==> config.mk <==
export PLATFORM = sky130hd
export DESIGN_NAME = scoreboard_issue
export DESIGN_NICKNAME = d
export VERILOG_FILES = /design/src/rtl/sb_pkg.sv /design/src/rtl/sb_busy_table.sv /design/src/rtl/sb_wb_decode.sv /design/src/rtl/sb_mem_channel.sv /design/src/rtl/sb_issue_ctrl.sv /design/src/rtl/scoreboard_issue.sv
export SDC_FILE = /design/constraint.sdc
export NUM_CORES = 1
export LEC_CHECK = 0
export ABC_AREA = 1
export BUFFER_PORTS_ARGS = -buffer_cell sky130_fd_sc_hd__buf_2
export CAP_MARGIN = 5
export CORE_MARGIN = 1
export CORE_UTILIZATION = 64
export CTS_CLUSTER_SIZE = 14
export DETAILED_ROUTE_END_ITERATION = 12
export PLACE_DENSITY_LB_ADDON = 0.08
export SKIP_LAST_GASP = 1
export SYNTH_ARGS = -nofsm -noshare
export SYNTH_HDL_FRONTEND = slang
export SYNTH_SLANG_ARGS = --single-unit
==> constraint.sdc <==
create_clock -name clk -period 4.87 [get_ports clk]
set_input_delay 1.2175 -clock clk [delete_from_list [all_inputs] [get_ports clk]]
set_output_delay 1.2175 -clock clk [all_outputs]
set_load 0.02 [all_outputs]
==> src/rtl/sb_pkg.sv <==
package sb_pkg;

    typedef enum logic [1:0] {
        CLS_ALU   = 2'b00,
        CLS_LOAD  = 2'b01,
        CLS_STORE = 2'b10,
        CLS_MULTI = 2'b11
    } sb_class_e;

    typedef enum logic [1:0] {
        CH_IDLE  = 2'b00,
        CH_LOAD  = 2'b01,
        CH_STORE = 2'b10
    } ch_state_e;

    localparam int STALL_W    = 3;
    localparam int STALL_DATA = 0;
    localparam int STALL_MEM  = 1;
    localparam int STALL_DEST = 2;

endpackage

==> src/rtl/sb_busy_table.sv <==
module sb_busy_table #(
    parameter int NUM_REGS = 32
) (
    input  logic                clk,
    input  logic                rst_n,
    input  logic [NUM_REGS-1:0] set_vec,
    input  logic [NUM_REGS-1:0] clr_vec,
    output logic [NUM_REGS-1:0] busy_q,
    output logic [NUM_REGS-1:0] busy_eff
);

    assign busy_q[0]   = 1'b0;
    assign busy_eff[0] = 1'b0;

    for (genvar i = 1; i < NUM_REGS; i++) begin : g_reg
        logic pend_q;

        always_ff @(posedge clk or negedge rst_n) begin
            if (!rst_n) begin
                pend_q <= 1'b0;
            end else begin
                pend_q <= (pend_q & ~clr_vec[i]) | set_vec[i];
            end
        end

        assign busy_q[i]   = pend_q;
        assign busy_eff[i] = pend_q & ~clr_vec[i];

        p_set_marks_r3 : assert property (@(posedge clk) disable iff (!rst_n)
            set_vec[i] |=> busy_q[i]);

        p_clear_frees_r9 : assert property (@(posedge clk) disable iff (!rst_n)
            (clr_vec[i] && !set_vec[i]) |=> !busy_q[i]);
    end

endmodule

==> src/rtl/sb_wb_decode.sv <==
module sb_wb_decode #(
    parameter int NUM_REGS = 32,
    parameter int NUM_WB   = 2,
    localparam int REG_W   = $clog2(NUM_REGS)
) (
    input  logic [NUM_WB-1:0]       wb_valid,
    input  logic [NUM_WB*REG_W-1:0] wb_tag,
    input  logic                    load_return,
    input  logic [REG_W-1:0]        mem_tag,
    output logic [NUM_REGS-1:0]     clr_vec
);

    logic [NUM_REGS-1:0] port_hit [NUM_WB+1];

    for (genvar p = 0; p < NUM_WB; p++) begin : g_port
        logic [REG_W-1:0] tag;
        assign tag = wb_tag[p*REG_W +: REG_W];
        always_comb begin
            port_hit[p] = '0;
            if (wb_valid[p]) begin
                port_hit[p][tag] = 1'b1;
            end
        end
    end

    always_comb begin
        port_hit[NUM_WB] = '0;
        if (load_return) begin
            port_hit[NUM_WB][mem_tag] = 1'b1;
        end
    end

    always_comb begin
        clr_vec = '0;
        for (int p = 0; p <= NUM_WB; p++) begin
            clr_vec = clr_vec | port_hit[p];
        end
    end

endmodule

==> src/rtl/sb_mem_channel.sv <==
module sb_mem_channel
    import sb_pkg::*;
(
    input  logic clk,
    input  logic rst_n,
    input  logic mem_done,
    input  logic claim,
    input  logic claim_is_load,
    output logic ch_free,
    output logic load_return
);

    ch_state_e state_q, state_d;

    always_ff @(posedge clk or negedge rst_n) begin
        if (!rst_n) begin
            state_q <= CH_IDLE;
        end else begin
            state_q <= state_d;
        end
    end

    always_comb begin
        state_d = state_q;
        unique case (state_q)
            CH_IDLE: begin
                if (claim) begin
                    state_d = claim_is_load ? CH_LOAD : CH_STORE;
                end
            end
            CH_LOAD, CH_STORE: begin
                if (claim) begin
                    state_d = claim_is_load ? CH_LOAD : CH_STORE;
                end else if (mem_done) begin
                    state_d = CH_IDLE;
                end
            end
            default: state_d = CH_IDLE;
        endcase
    end

    always_comb begin
        ch_free     = 1'b1;
        load_return = 1'b0;
        unique case (state_q)
            CH_IDLE:  ch_free = 1'b1;
            CH_LOAD: begin
                ch_free     = mem_done;
                load_return = mem_done;
            end
            CH_STORE: ch_free = mem_done;
            default:  ch_free = 1'b1;
        endcase
    end

    p_claim_when_free_r4 : assert property (@(posedge clk) disable iff (!rst_n)
        claim |-> (state_q == CH_IDLE || mem_done));

    p_access_holds_r4 : assert property (@(posedge clk) disable iff (!rst_n)
        (state_q != CH_IDLE && !mem_done) |=> (state_q == $past(state_q)));

    p_store_no_return_r12 : assert property (@(posedge clk) disable iff (!rst_n)
        (state_q != CH_LOAD) |-> !load_return);

endmodule

==> src/rtl/sb_issue_ctrl.sv <==
module sb_issue_ctrl
    import sb_pkg::*;
#(
    parameter int NUM_REGS = 32,
    localparam int REG_W   = $clog2(NUM_REGS)
) (
    input  logic                clk,
    input  logic                rst_n,
    input  logic                dec_valid,
    input  logic [1:0]          dec_class,
    input  logic [REG_W-1:0]    dec_src_a,
    input  logic [REG_W-1:0]    dec_src_b,
    input  logic [REG_W-1:0]    dec_dst,
    input  logic                dec_wr,
    input  logic [NUM_REGS-1:0] busy_eff,
    input  logic                ch_free,
    output logic                grant,
    output logic [STALL_W-1:0]  stall_reason,
    output logic [NUM_REGS-1:0] set_vec,
    output logic                claim,
    output logic                claim_is_load
);

    sb_class_e cls;
    logic      is_mem, writes, data_hz, mem_hz, dest_hz;

    assign cls = sb_class_e'(dec_class);

    always_comb begin
        is_mem  = (cls == CLS_LOAD) || (cls == CLS_STORE);
        writes  = dec_wr && (cls != CLS_STORE) && (dec_dst != '0);
        data_hz = busy_eff[dec_src_a] || busy_eff[dec_src_b];
        mem_hz  = is_mem && !ch_free;
        dest_hz = writes && busy_eff[dec_dst];
    end

    always_comb begin
        stall_reason = '0;
        if (dec_valid) begin
            if (data_hz) begin
                stall_reason[STALL_DATA] = 1'b1;
            end else if (mem_hz) begin
                stall_reason[STALL_MEM] = 1'b1;
            end else if (dest_hz) begin
                stall_reason[STALL_DEST] = 1'b1;
            end
        end
        grant         = dec_valid && !data_hz && !mem_hz && !dest_hz;
        claim         = grant && is_mem;
        claim_is_load = (cls == CLS_LOAD);
        set_vec       = '0;
        if (grant && writes) begin
            set_vec[dec_dst] = 1'b1;
        end
    end

    p_reason_onehot_r10 : assert property (@(posedge clk) disable iff (!rst_n)
        $onehot0(stall_reason));

    p_grant_no_reason_r10 : assert property (@(posedge clk) disable iff (!rst_n)
        grant |-> (stall_reason == '0));

    p_stall_has_reason_r11 : assert property (@(posedge clk) disable iff (!rst_n)
        (dec_valid && !grant) |-> (stall_reason != '0));

    p_stall_no_mark_r11 : assert property (@(posedge clk) disable iff (!rst_n)
        !grant |-> (set_vec == '0 && !claim));

endmodule

==> src/rtl/scoreboard_issue.sv <==
module scoreboard_issue
    import sb_pkg::*;
#(
    parameter int NUM_REGS = 32,
    parameter int NUM_WB   = 2,
    localparam int REG_W   = $clog2(NUM_REGS)
) (
    input  logic                    clk,
    input  logic                    rst_n,
    input  logic                    dec_valid,
    input  logic [1:0]              dec_class,
    input  logic [REG_W-1:0]        dec_src_a,
    input  logic [REG_W-1:0]        dec_src_b,
    input  logic [REG_W-1:0]        dec_dst,
    input  logic                    dec_wr,
    input  logic                    mem_done,
    input  logic [REG_W-1:0]        mem_tag,
    input  logic [NUM_WB-1:0]       wb_valid,
    input  logic [NUM_WB*REG_W-1:0] wb_tag,
    output logic                    issue_grant,
    output logic [STALL_W-1:0]      stall_reason
);

    logic [NUM_REGS-1:0] set_vec, clr_vec, busy_q, busy_eff;
    logic                ch_free, load_return, claim, claim_is_load;

    sb_mem_channel u_chan (
        .clk           (clk),
        .rst_n         (rst_n),
        .mem_done      (mem_done),
        .claim         (claim),
        .claim_is_load (claim_is_load),
        .ch_free       (ch_free),
        .load_return   (load_return)
    );

    sb_wb_decode #(.NUM_REGS(NUM_REGS), .NUM_WB(NUM_WB)) u_wbdec (
        .wb_valid    (wb_valid),
        .wb_tag      (wb_tag),
        .load_return (load_return),
        .mem_tag     (mem_tag),
        .clr_vec     (clr_vec)
    );

    sb_busy_table #(.NUM_REGS(NUM_REGS)) u_busy (
        .clk      (clk),
        .rst_n    (rst_n),
        .set_vec  (set_vec),
        .clr_vec  (clr_vec),
        .busy_q   (busy_q),
        .busy_eff (busy_eff)
    );

    sb_issue_ctrl #(.NUM_REGS(NUM_REGS)) u_ctrl (
        .clk           (clk),
        .rst_n         (rst_n),
        .dec_valid     (dec_valid),
        .dec_class     (dec_class),
        .dec_src_a     (dec_src_a),
        .dec_src_b     (dec_src_b),
        .dec_dst       (dec_dst),
        .dec_wr        (dec_wr),
        .busy_eff      (busy_eff),
        .ch_free       (ch_free),
        .grant         (issue_grant),
        .stall_reason  (stall_reason),
        .set_vec       (set_vec),
        .claim         (claim),
        .claim_is_load (claim_is_load)
    );

    p_r0_never_stalls_r6 : assert property (@(posedge clk) disable iff (!rst_n)
        (dec_valid && dec_class == CLS_ALU && dec_src_a == '0 &&
         dec_src_b == '0 && dec_dst == '0) |-> issue_grant);

    p_r0_stays_free_r6 : assert property (@(posedge clk) disable iff (!rst_n)
        !busy_q[0]);

endmodule

==> results.sh <==
export IMPL_outcome="finished clean"
export IMPL_grt_pass1_wl_microns=19150
export IMPL_clkTransAtPathRegs_ns=0.07
export IMPL_yosysTopAreaCell="dfrtp_1"
export IMPL_synth_top_cells_by_count="nand2_1, nor2_1, nand3_1"
export IMPL_synth_adder_area_share=0.01754
export IMPL_drt_iter0_markers=667
export IMPL_crit_chain="buf_2 -> nand2_1 -> inv_1 -> nand2_1 -> nor2_1 -> nor2_1 -> nand2_1 -> nand2_1 -> nand3_1 -> nand3_1 -> nand3_1 -> nand2_1 -> nand2_1 -> nand2_1 -> nor2_2 -> nand2_1 -> nor3_1 -> buf_2"
export IMPL_cts_tree="built"
export IMPL_crit_required_ns=3.65
export IMPL_layout_drive_gt1_share=0.1358
export IMPL_port_buffers=42
export IMPL_ys_async_sr_fraction=1.000
export IMPL_worst_path_most_repeated_cell="nand2_1"
export IMPL_via_per_inst=5.967
export IMPL_n_antenna_cell=0
export IMPL_clock_skew_ns=0.005651
export IMPL_slew_limit_headroom=0.4765
export IMPL_drt_total_wl_microns=11890
export IMPL_syn_inst=643
export IMPL_synth_main_ff_cell="dfrtp_1"
export IMPL_crit_path_max_fanout=7
export IMPL_rsz0062_at_grt="no"
export IMPL_antenna_found_initial=0
export IMPL_crit_buf_inv=3
export IMPL_yosysWarningCount=0
export IMPL_cts_htree_levels=2
export IMPL_cts_resized=0
export IMPL_synth_seq_cells=33
export IMPL_via_count=4505
export IMPL_num_rows=26
export IMPL_nNetsFinal=728
export IMPL_yosysMostFrequentCell="nand2_1"
export IMPL_min_period_over_period=0.9249
export IMPL_syn_nets=687
export IMPL_numClockSinks=33
export IMPL_place_gp_congestion=1.130
export IMPL_fp_dieH_microns=76.66
export IMPL_synth_compound_area_frac=0.1035
export IMPL_initial_utilization=0.6811
export IMPL_grt_usage=0.4160
export IMPL_drc=0
export IMPL_setup_violations=0
export IMPL_startpoint_type="input port"
export IMPL_synth_distinct_cells=29
export IMPL_netlist_area_sq_mm=0.003567
export IMPL_cp_slowest_stage_delay_ns=0.19
export IMPL_cts_root_buf="clkbuf_8"
export IMPL_max_cap_violations=0
export IMPL_worstSetupEndpointType="output port"
export IMPL_synthMuxAreaShare=0
export IMPL_grt_remaining_overflow=0
export IMPL_yosys_area_top_type_share=0.2315
export IMPL_synth_simple_area_share=0.5559
export IMPL_final_min_clock_period_ns=4.504
export IMPL_synth_top_family_by_area="simple AND/OR/NAND/NOR gates"
export IMPL_clockBufferDepth=2
export IMPL_p_leak_nw=1.953
export IMPL_synth_area_leaders="dfrtp_1, nand2_1, nor2_1"
export IMPL_fillers=462
export IMPL_finalInstanceArea_sq_mm=0.003902
export IMPL_tns_ns=0
export IMPL_grt_max_degree=34
export IMPL_ir_drop_mv=0.2133
export IMPL_placedInstanceArea_sq_mm=0.003820
export IMPL_ios=43
export IMPL_crit_arrival_ns=3.29
export IMPL_first_pass_iters=7
export IMPL_core_sq_mm=0.005238
export IMPL_clk_insertion_delay_late_ns=0.29
export IMPL_place_detailed_hpwl_microns=9313
export IMPL_synth_xor_area_frac=0
export IMPL_wl_per_cell_microns=15.75
export IMPL_path_delay_family="simple AND/OR/NAND/NOR gates"
export IMPL_avgSynthCellArea_sq_um=5.548
export IMPL_chipWidth_microns=76.66
export IMPL_hold_path_class="flip-flop to flip-flop"
export IMPL_whs_ns=0.5181
export IMPL_syn_to_final_growth_pct=9.400
export IMPL_final_core_utilization=0.7451
export IMPL_post_cts_setup_buffers=0
export IMPL_cts_buffers=5
export IMPL_synth_edff_count=0
export IMPL_finalHoldViolCount=0
export IMPL_ctsHoldBuffers=0
export IMPL_die_area_sq_mm=0.005876
export IMPL_fmax_ghz=0.2220
export IMPL_slew_viol_final=0
export IMPL_crit_type="input port to output port"
export IMPL_grt_pass1_vias=3995
export IMPL_powerDensity_mw_per_mm2=245.0
export IMPL_postRouteAntennaNets=0
export IMPL_tightest_slew_ns=0.7792
export IMPL_seq_area_frac_synth=0.2315
export IMPL_slowest_stage="nand2_1"
-- tightest hold or removal path: stages, from the launching register on --
cell	delay (ns)
dfrtp_1	0.37
nand2_1	0.06
nand2_1	0.05
-- cell type report --
class	instances	area, sq um	share of cell area
Sequential cell	33	825.8	0.2116
Multi-Input combinational cell	530	2415	0.6188
Clock buffer	6	72.57	0.01860
Clock inverter	2	10.01	0.002565
Timing Repair Buffer	45	232.7	0.05963
Tap cell	70	87.58	0.02244
Inverter	69	259.0	0.06637
-- flip-flops by register name, indices dropped and copies added, names as in the netlist --
signal and cells:
u_busy.g.pend_q 31, u_chan.state_q 2
-- metrics by stage --
stage	setup slack [ns]	power, mW	std cells
after floorplan	0.8235	0.6173	643
after global placement	0.5349	0.7284	747
after detailed placement	0.4880	0.7408	747
after CTS	0.4484	0.9384	755
after global routing	0.2501	1.011	755
final	0.3656	0.9559	755
-- cell families (layout without fill, tap and decap cells) --
family | Yosys count | in the layout
adder cells (fa/ha/maj) | 5 | 5
flip-flops | 33 | 33
AO/OA/AOI/OAI | 47 | 47
AND/OR/NAND/NOR | 478 | 478
buffers and inverters | 80 | 122
-- cell usage in the layout (no fill, tap or decap) --
cell / instances
a21boi_1: 1
or2_0: 1
nor3_1: 3
clkinv_2: 2
clkbuf_8: 5
nand3_2: 4
buf_2: 42
dfrtp_1: 33
nand3_1: 80
clkinv_1: 2
o21ai_1: 1
nor2_1: 168
o21ai_2: 29
o2111ai_1: 2
and2_1: 1
nand2_2: 1
nand4_2: 1
inv_1: 65
nor2_2: 3
a21boi_0: 5
o21a_1: 1
nand2_4: 1
clkbuf_1: 1
ha_1: 5
inv_2: 2
nand3b_1: 1
nand2_1: 204
buf_4: 3
o21ai_0: 4
a21oi_1: 4
nand4_1: 10
-- path summary, 6_finish.rpt --
check	startpoint	end	slack [ns]	cells after the start
max	mem_done	stall_reason[2]	0.37	18
min	u_chan.state_q[1]	u_chan.state_q[1]	0.52	2
max reg2reg	u_chan.state_q[1]	u_busy.g_reg[11].pend_q	1.81	20
min reg2reg	u_chan.state_q[1]	u_chan.state_q[1]	0.52	2
max in group asynchronous	rst_n	u_busy.g_reg[5].pend_q	3.39	1
min in group asynchronous	rst_n	u_busy.g_reg[29].pend_q	0.99	1
-- power by group --
part / internal (mW) / switching (mW) / leakage (nW)
logic: 0.126 / 0.281 / 1.47
clock network: 0.0990 / 0.103 / 0.0450
registers: 0.323 / 0.0229 / 0.440
-- metal layers --
| layer | part of all wire | vias up | global-route usage |
|---|---|---|---|
| met4 | 0.037 | 0 | 0.1788 |
| met3 | 0.12 | 50 | 0.09286 |
| met5 | 0 | - | 0 |
| li1 | - | 2109 | - |
| met1 | 0.40 | 1987 | 0.5500 |
| met2 | 0.45 | 359 | 0.6523 |
Power figures use the tool's default switching activity.
